===== src/rtl/sd_pkg.sv =====
package sd_pkg;

   // one redundant binary digit: value is pos - neg
   typedef struct packed {
      logic pos;
      logic neg;
   } sdig_t;

   function automatic logic signed [2:0] sdig_val(input sdig_t d);
      if (d.pos && !d.neg)      return 3'sd1;
      else if (d.neg && !d.pos) return -3'sd1;
      else                      return 3'sd0;
   endfunction

   // canonical encoding, never both bits set
   function automatic sdig_t sdig_enc(input logic signed [2:0] v);
      sdig_t d;
      d.pos = (v > 3'sd0);
      d.neg = (v < 3'sd0);
      return d;
   endfunction

endpackage


===== src/rtl/sd_digit_cell.sv =====
module sd_digit_cell
   import sd_pkg::*;
(
   input  sdig_t x_i,
   input  sdig_t y_i,
   input  logic  low_nonneg_i,
   input  sdig_t xfer_i,
   output sdig_t xfer_o,
   output sdig_t sum_o
);

   logic signed [2:0] dsum;
   logic signed [2:0] interim;
   logic signed [2:0] xfer;
   logic signed [2:0] final_d;

   // step one: split into transfer and interim digit using lower position
   // step two: absorb incoming transfer, no new carry possible
   always_comb begin
      dsum    = sdig_val(x_i) + sdig_val(y_i);
      xfer    = 3'sd0;
      interim = 3'sd0;
      if (dsum == 3'sd2) begin
         xfer = 3'sd1;
      end else if (dsum == -3'sd2) begin
         xfer = -3'sd1;
      end else if (dsum == 3'sd1) begin
         if (low_nonneg_i) begin
            xfer    = 3'sd1;
            interim = -3'sd1;
         end else begin
            interim = 3'sd1;
         end
      end else if (dsum == -3'sd1) begin
         if (low_nonneg_i) begin
            interim = -3'sd1;
         end else begin
            xfer    = -3'sd1;
            interim = 3'sd1;
         end
      end
      final_d = interim + sdig_val(xfer_i);
   end

   assign xfer_o = sdig_enc(xfer);
   assign sum_o  = sdig_enc(final_d);

endmodule


===== src/rtl/sd_vec_add.sv =====
module sd_vec_add
   import sd_pkg::*;
#(
   parameter int WIDTH = 48
) (
   input  logic [WIDTH-1:0] a_pos_i,
   input  logic [WIDTH-1:0] a_neg_i,
   input  logic [WIDTH-1:0] b_pos_i,
   input  logic [WIDTH-1:0] b_neg_i,
   output logic [WIDTH-1:0] s_pos_o,
   output logic [WIDTH-1:0] s_neg_o
);

   sdig_t xfer [WIDTH];
   logic  unused_top_xfer;

   for (genvar i = 0; i < WIDTH; i++) begin : g_dig
      sdig_t tin;
      sdig_t res;
      logic  low_ok;
      if (i == 0) begin : g_lsb
         assign tin    = '0;
         assign low_ok = 1'b1;
      end else begin : g_upper
         assign tin    = xfer[i-1];
         assign low_ok = ~(a_neg_i[i-1] & ~a_pos_i[i-1]) &
                         ~(b_neg_i[i-1] & ~b_pos_i[i-1]);
      end
      sd_digit_cell u_cell (
         .x_i          ({a_pos_i[i], a_neg_i[i]}),
         .y_i          ({b_pos_i[i], b_neg_i[i]}),
         .low_nonneg_i (low_ok),
         .xfer_i       (tin),
         .xfer_o       (xfer[i]),
         .sum_o        (res)
      );
      assign s_pos_o[i] = res.pos;
      assign s_neg_o[i] = res.neg;
   end

   // transfer out of the top digit has weight 2^WIDTH: dropped (modulo result)
   assign unused_top_xfer = ^xfer[WIDTH-1];

endmodule


===== src/rtl/sd_tree.sv =====
module sd_tree #(
   parameter int WIDTH   = 48,
   parameter int NUM_OPS = 8
) (
   input  logic [NUM_OPS*WIDTH-1:0] leaf_pos_i,
   input  logic [NUM_OPS*WIDTH-1:0] leaf_neg_i,
   output logic [WIDTH-1:0]         root_pos_o,
   output logic [WIDTH-1:0]         root_neg_o
);

   localparam int NODES = 2 * NUM_OPS - 1;
   localparam int FIRST_LEAF = NUM_OPS - 1;

   // heap layout: node i has children 2i+1 and 2i+2, leaves at the tail
   logic [WIDTH-1:0] node_p [NODES];
   logic [WIDTH-1:0] node_n [NODES];

   for (genvar k = 0; k < NUM_OPS; k++) begin : g_leaf
      assign node_p[FIRST_LEAF+k] = leaf_pos_i[k*WIDTH +: WIDTH];
      assign node_n[FIRST_LEAF+k] = leaf_neg_i[k*WIDTH +: WIDTH];
   end

   for (genvar i = 0; i < FIRST_LEAF; i++) begin : g_node
      sd_vec_add #(.WIDTH(WIDTH)) u_add (
         .a_pos_i (node_p[2*i+1]),
         .a_neg_i (node_n[2*i+1]),
         .b_pos_i (node_p[2*i+2]),
         .b_neg_i (node_n[2*i+2]),
         .s_pos_o (node_p[i]),
         .s_neg_o (node_n[i])
      );
   end

   assign root_pos_o = node_p[0];
   assign root_neg_o = node_n[0];

endmodule


===== src/rtl/sd_to_bin.sv =====
module sd_to_bin #(
   parameter int WIDTH = 48
) (
   input  logic [WIDTH-1:0] pos_i,
   input  logic [WIDTH-1:0] neg_i,
   output logic [WIDTH-1:0] bin_o
);

   localparam int STAGES = $clog2(WIDTH);

   // pos - neg = pos + ~neg + 1, carry-in folded into bit 0
   logic [WIDTH-1:0] opb;
   logic [WIDTH-1:0] half;
   logic [WIDTH-1:0] gk [STAGES+1];
   logic [WIDTH-1:0] pk [STAGES+1];
   logic             unused_prefix;

   assign opb   = ~neg_i;
   assign half  = pos_i ^ opb;
   assign gk[0] = {pos_i[WIDTH-1:1] & opb[WIDTH-1:1], pos_i[0] | opb[0]};
   assign pk[0] = {half[WIDTH-1:1], 1'b0};

   for (genvar s = 0; s < STAGES; s++) begin : g_lvl
      localparam int DIST = 1 << s;
      for (genvar i = 0; i < WIDTH; i++) begin : g_bit
         if (i >= DIST) begin : g_merge
            assign gk[s+1][i] = gk[s][i] | (pk[s][i] & gk[s][i-DIST]);
            assign pk[s+1][i] = pk[s][i] & pk[s][i-DIST];
         end else begin : g_pass
            assign gk[s+1][i] = gk[s][i];
            assign pk[s+1][i] = pk[s][i];
         end
      end
   end

   assign bin_o = half ^ {gk[STAGES][WIDTH-2:0], 1'b1};
   assign unused_prefix = gk[STAGES][WIDTH-1] ^ (^pk[STAGES]);

endmodule


===== src/rtl/sd_product_tree.sv =====
module sd_product_tree #(
   parameter int WIDTH    = 48,
   parameter int NUM_PP   = 8,
   parameter int TREE_REG = 1
) (
   input  logic                    clk,
   input  logic                    rst_n,
   input  logic                    in_valid_i,
   input  logic [NUM_PP*WIDTH-1:0] pp_pos_i,
   input  logic [NUM_PP*WIDTH-1:0] pp_neg_i,
   output logic                    out_valid_o,
   output logic [WIDTH-1:0]        product_o
);

   localparam int LAT = 1 + TREE_REG;

   if (NUM_PP < 2 || (NUM_PP & (NUM_PP - 1)) != 0) begin : g_bad_ops
      $error("NUM_PP must be a power of two and at least 2");
   end
   if (TREE_REG != 0 && TREE_REG != 1) begin : g_bad_reg
      $error("TREE_REG must be 0 or 1");
   end
   if (WIDTH < 4) begin : g_bad_width
      $error("WIDTH must be at least 4");
   end

   logic [WIDTH-1:0] root_p, root_n;
   logic [WIDTH-1:0] stg_p, stg_n;
   logic             stg_v;
   logic [WIDTH-1:0] bin;

   sd_tree #(.WIDTH(WIDTH), .NUM_OPS(NUM_PP)) u_tree (
      .leaf_pos_i (pp_pos_i),
      .leaf_neg_i (pp_neg_i),
      .root_pos_o (root_p),
      .root_neg_o (root_n)
   );

   if (TREE_REG != 0) begin : g_treg
      always_ff @(posedge clk or negedge rst_n) begin
         if (!rst_n) begin
            stg_v <= 1'b0;
            stg_p <= '0;
            stg_n <= '0;
         end else begin
            stg_v <= in_valid_i;
            stg_p <= root_p;
            stg_n <= root_n;
         end
      end
   end else begin : g_tcomb
      assign stg_v = in_valid_i;
      assign stg_p = root_p;
      assign stg_n = root_n;
   end

   sd_to_bin #(.WIDTH(WIDTH)) u_conv (
      .pos_i (stg_p),
      .neg_i (stg_n),
      .bin_o (bin)
   );

   always_ff @(posedge clk or negedge rst_n) begin
      if (!rst_n) begin
         out_valid_o <= 1'b0;
         product_o   <= '0;
      end else begin
         out_valid_o <= stg_v;
         if (stg_v) product_o <= bin;
      end
   end

   // ---------------- checks ----------------
   logic [WIDTH-1:0] leaf_sum;
   always_comb begin
      leaf_sum = '0;
      for (int k = 0; k < NUM_PP; k++) begin
         leaf_sum = leaf_sum + pp_pos_i[k*WIDTH +: WIDTH] - pp_neg_i[k*WIDTH +: WIDTH];
      end
   end


   tree_sum_chk: assert property (@(posedge clk) disable iff (!rst_n)
      in_valid_i |-> ((root_p - root_n) == leaf_sum));


   canon_dig_chk: assert property (@(posedge clk) disable iff (!rst_n)
      in_valid_i |-> ((root_p & root_n) == '0));


   conv_match_chk: assert property (@(posedge clk) disable iff (!rst_n)
      out_valid_o |-> (product_o == $past(stg_p - stg_n)));


   latency_chk: assert property (@(posedge clk) disable iff (!rst_n)
      out_valid_o == ($past(in_valid_i, LAT) && $past(rst_n, LAT)));


   hold_chk: assert property (@(posedge clk) disable iff (!rst_n)
      !out_valid_o |-> $stable(product_o));

endmodule


===== config.mk =====
export PLATFORM = sky130hd
export DESIGN_NAME = sd_product_tree
export DESIGN_NICKNAME = d
export VERILOG_FILES = /design/src/rtl/sd_pkg.sv /design/src/rtl/sd_digit_cell.sv /design/src/rtl/sd_vec_add.sv /design/src/rtl/sd_tree.sv /design/src/rtl/sd_to_bin.sv /design/src/rtl/sd_product_tree.sv
export SDC_FILE = /design/constraint.sdc
export NUM_CORES = 2
export LEC_CHECK = 0
export BUFFER_PORTS_ARGS = -buffer_cell sky130_fd_sc_hd__buf_2
export CAP_MARGIN = 10
export CORE_MARGIN = 2
export CORE_UTILIZATION = 40
export DETAILED_ROUTE_END_ITERATION = 10
export PLACE_DENSITY = 0.65
export SLEW_MARGIN = 10
export SYNTH_ARGS = -nofsm -noshare
export SYNTH_HDL_FRONTEND = slang
export SYNTH_HIERARCHICAL = 1
export SYNTH_SLANG_ARGS = --single-unit

===== constraint.sdc =====
create_clock -name clk -period 2.6 [get_ports clk]
set_input_delay 0.65 -clock clk [delete_from_list [all_inputs] [get_ports clk]]
set_output_delay 0.65 -clock clk [all_outputs]
set_load 0.01 [all_outputs]

# Word-level counts from Yosys, hierarchy flattened
# Cells that the tools add are included.
[op_classes]
addsub = 665
magnitude_cmp = 1330
eq_ne = 1344
n_mux = 5628
bitwise = 2919
reduce_logical = 4004
[op_table]
columns = ["op", "count"]
rows = [
  ["3-bit 2-to-1 mux", 5299],
  ["3-bit by 2-bit equality test with 1-bit output, second input constant", 672],
  ["1-bit logical AND", 2002],
  ["1-bit logical NOT", 2002],
  ["3-bit adder", 665],
  ["3-bit by 1-bit > comparator with 1-bit output, second input constant", 665],
  ["3-bit by 1-bit < comparator with 1-bit output, second input constant", 665],
  ["1-bit bitwise AND", 1379],
  ["1-bit inverter", 1316],
  ["3-bit by 1-bit equality test with 1-bit output, second input constant", 336],
  ["3-bit equality test, second input constant", 336],
  ["1-bit 2-to-1 mux", 329],
  ["1-bit bitwise OR", 220],
  ["48-bit XOR", 2],
  ["48-bit inverter", 1],
  ["46-bit bitwise AND", 1],
]
[word_totals]
ff_bits = 146
out_inout_bits = 49
word_cells = 15895

# Longest topological paths before layout
[logic_depth]
depth_word = 51
ltp_mapped = 45

# By module
# The synthesis kept the hierarchy.
[by_module_without_submodules]
columns = ["mod", "instances", "cells_each", "area_each_um2", "seq_area_each_um2"]
rows = [
  ["sd_digit_cell", 336, 27, 210.2, 0.0],
  ["sd_vec_add", 7, 143, 948.4, 0.0],
  ["sd_product_tree", 1, 199, 4312.9, 3653.5],
  ["sd_to_bin", 1, 466, 3078.0, 0.0],
]

# Least setup slack after synthesis
# Ideal clock, no wire load.
[synth_timing]
path_type = "input to register"
start = "input port pp_pos_i[216]"
end = "register stg_p[27]"
setup_time_ps = 116
arrival_time_ps = 7818
slack_ps = -5333
cell_stages = 42
n_path_buf = 0
path_cell_list = "inv_1 ha_1 inv_1 ha_1 fa_1 nor2_1 a32o_1 inv_1 ha_1 inv_1 ha_1 fa_1 nor2_1 nor2_1 inv_1 ha_1 inv_1 ha_1 (+6 left out) ha_1 fa_1 nor2_1 nor2_1 inv_1 ha_1 inv_1 ha_1 fa_1 nor2_1 a32o_1 inv_1 ha_1 inv_1 ha_1 fa_1 nor2_1 nor2_1"
[synth_rtl]
columns = ["item", "line", "text"]
rows = [
  ["start: declaration", "sd_product_tree.sv:9", "input logic [NUM_PP*WIDTH-1:0] pp_pos_i,"],
  ["end signal: assignment", "sd_product_tree.sv:47", "stg_p <= root_p;"],
  ["end: declaration", "sd_product_tree.sv:28", "logic [WIDTH-1:0] stg_p, stg_n;"],
]

==> run_results.csv <==
group,metric,value,unit
die,die_area,215000,µm²
worst_setup_path,cp_max_fo,4,
clock_tree,postCtsHoldBufs,0,
place,port_buffers,819,
drt,drt-initial-drc-count,2056,
timing,max_slew_margin,63.9,%
timing,fmax,125,MHz
finish,fin_nets,17267,
drt,ant_nets,0,
timing,fin_crit_sh,307,%
drt,routed_wl,209000,µm
worst_setup_path,crit_arrival,8.35,ns
clock_tree,root_buffer,"clkbuf_16",
die,rows,168,
worst_setup_path,crit_top_cell,"ha_4",
timing,rsz0062_at_grt,"yes",
global_routing,antenna_found_initial,8,
clock_tree,tritoncts,"yes",
die,coreArea,210000,µm²
yosys,synth_area_per_cell,7.89,µm²
worst_setup_path,timing_worst_setup_path_type,"in2reg",
global_routing,grt_max_degree,50,
run_status,violations,"setup timing",
global_routing,grtUsageTotal,18.4,%
worst_setup_path,slowest_stage,"fa_2",
timing,period_minus_slack,7.98,ns
global_routing,grt_overflow,0,
worst_setup_path,setup.reg_to_reg.worst_slack,-0.68,ns
worst_setup_path,crit_buf_inv,13,
worst_setup_path,slowest_delay,0.56,ns
drt,wl_per_cell,12.6,µm
timing,setup_tns,-501.85,ns
timing,hold_viol,0,
run,max_cap_viol_count,0,
finish,layout-drive-gt1-share,37.4,%
yosys,synth_area,84500,µm²
timing,slew_viol_final,0,
die,die_w,464,µm
yosys,syn_inst,10703,
worst_setup_path,crit_required,2.97,ns
place,place_ws,-6.02,ns
place,place_congestion,0.890,
clock_tree,clkSinkCount,146,
worst_setup_path,critical-path-top-delay-family,"adder cells",
drt,viasPerCell,4.48,
clock_tree,insertion_delay,0.47,ns
die,ioPinCount,820,
die,dieHeight,464,µm
drt,via_count,74319,
global_routing,grt_pass1_wl,334000,µm
timing,fin_skew,0.0128,ns
timing,setup_viol,127,
worst_setup_path,worstSetupStartpointType,"input pin",
clock_tree,clockBufferDepth,2,
clock_tree,cts_buffers,17,
clock_tree,clk_pin_slew,0.08,ns
hold_path,hold_class,"in2async",
timing,tightest_slew,0.540,ns
finish,fin_util,56.4,%
drt,drc_errors,0,
die,start_util,40.3,%
finish,syn_to_final_growth,40.1,%
clock_tree,htree_levels,4,
yosys,yosysWarnings,6,
drt,drt-pass1-iter-count,5,
timing,postLayoutSetupSlackWorst,-5.38,ns
worst_setup_path,end_kind,"register",
run_status,outcome,"finished with violations",
global_routing,grt_pass1_vias,74158,
timing,whs,0.0829,ns
place,dpl.hpwl,174000,µm
## per-stage QoR
step | cells | instance area [µm²]
final | 16582 | 118000
after global routing | 16581 | 118000
after CTS | 16518 | 112000
after detailed placement | 16278 | 107000
after global placement | 16278 | 107000
after floorplan | 10724 | 84600
## registers in the layout, indices dropped and copies added, names as in the netlist
signal and flops:
out_valid_o 1, stg_v 1, stg_p 48, product_o 48, stg_n 48
## path summary, 6_finish.rpt
kind,start,endpoint,depth (start not counted)
worst max-delay path,pp_neg_i[9],stg_p[12],42
worst max register to register,stg_p[0],product_o[42],14
worst min register to register,product_o[16],product_o[16],1
min in group clk,in_valid_i,stg_v,1
worst min-delay path,rst_n,stg_p[31],1
max in group asynchronous,rst_n,product_o[17],2
## cell type report
class	instances	area, µm²
clock buffer	17	425
clock inverter	15	186
timing repair buffer	3037	22500
inverter	3751	14300
antenna	4	10.0
fill	18544	91400
multi-input combinational	6807	73800
tap	2805	3510
sequential	146	3660
## timing repair
item | CTS | global route
resized for setup | 794 | 1515
endpoints found under the setup margin | 127 | 132
pin swaps | 640 | 1012
setup buffers | 213 | 61
## worst reg2reg max path: cells and delay by family, from the launching register on
kind	cells	cell delay (ns)
AND/OR/NAND/NOR	4	1.19
AO/OA/AOI/OAI	4	0.86
adder cells (fa/ha/maj)	2	0.41
flip-flops	1	0.33
buffers and inverters	3	0.27
multiplexers	1	0.18
## layer usage
layer	global-route usage [%]	vias to the layer above	wire length, µm
li1	-	38290	-
met1	22.2	34703	88200
met2	34.0	982	105000
met3	1.23	342	5210
met4	6.70	2	9960
met5	0	-	13
## cell usage in the layout, fill, tap and decap left out, drive strengths merged, types with 345 or more instances in the layout
cell type	count
a21oi	381
and2	345
buf	3035
fa	1009
ha	1727
inv	3756
nand2	363
nand3	350
nor2	1358
xnor2	357
Power is left out: the tool's default activity adds up to more than one toggle a clock period on the data nets, which glitch-free logic cannot reach.
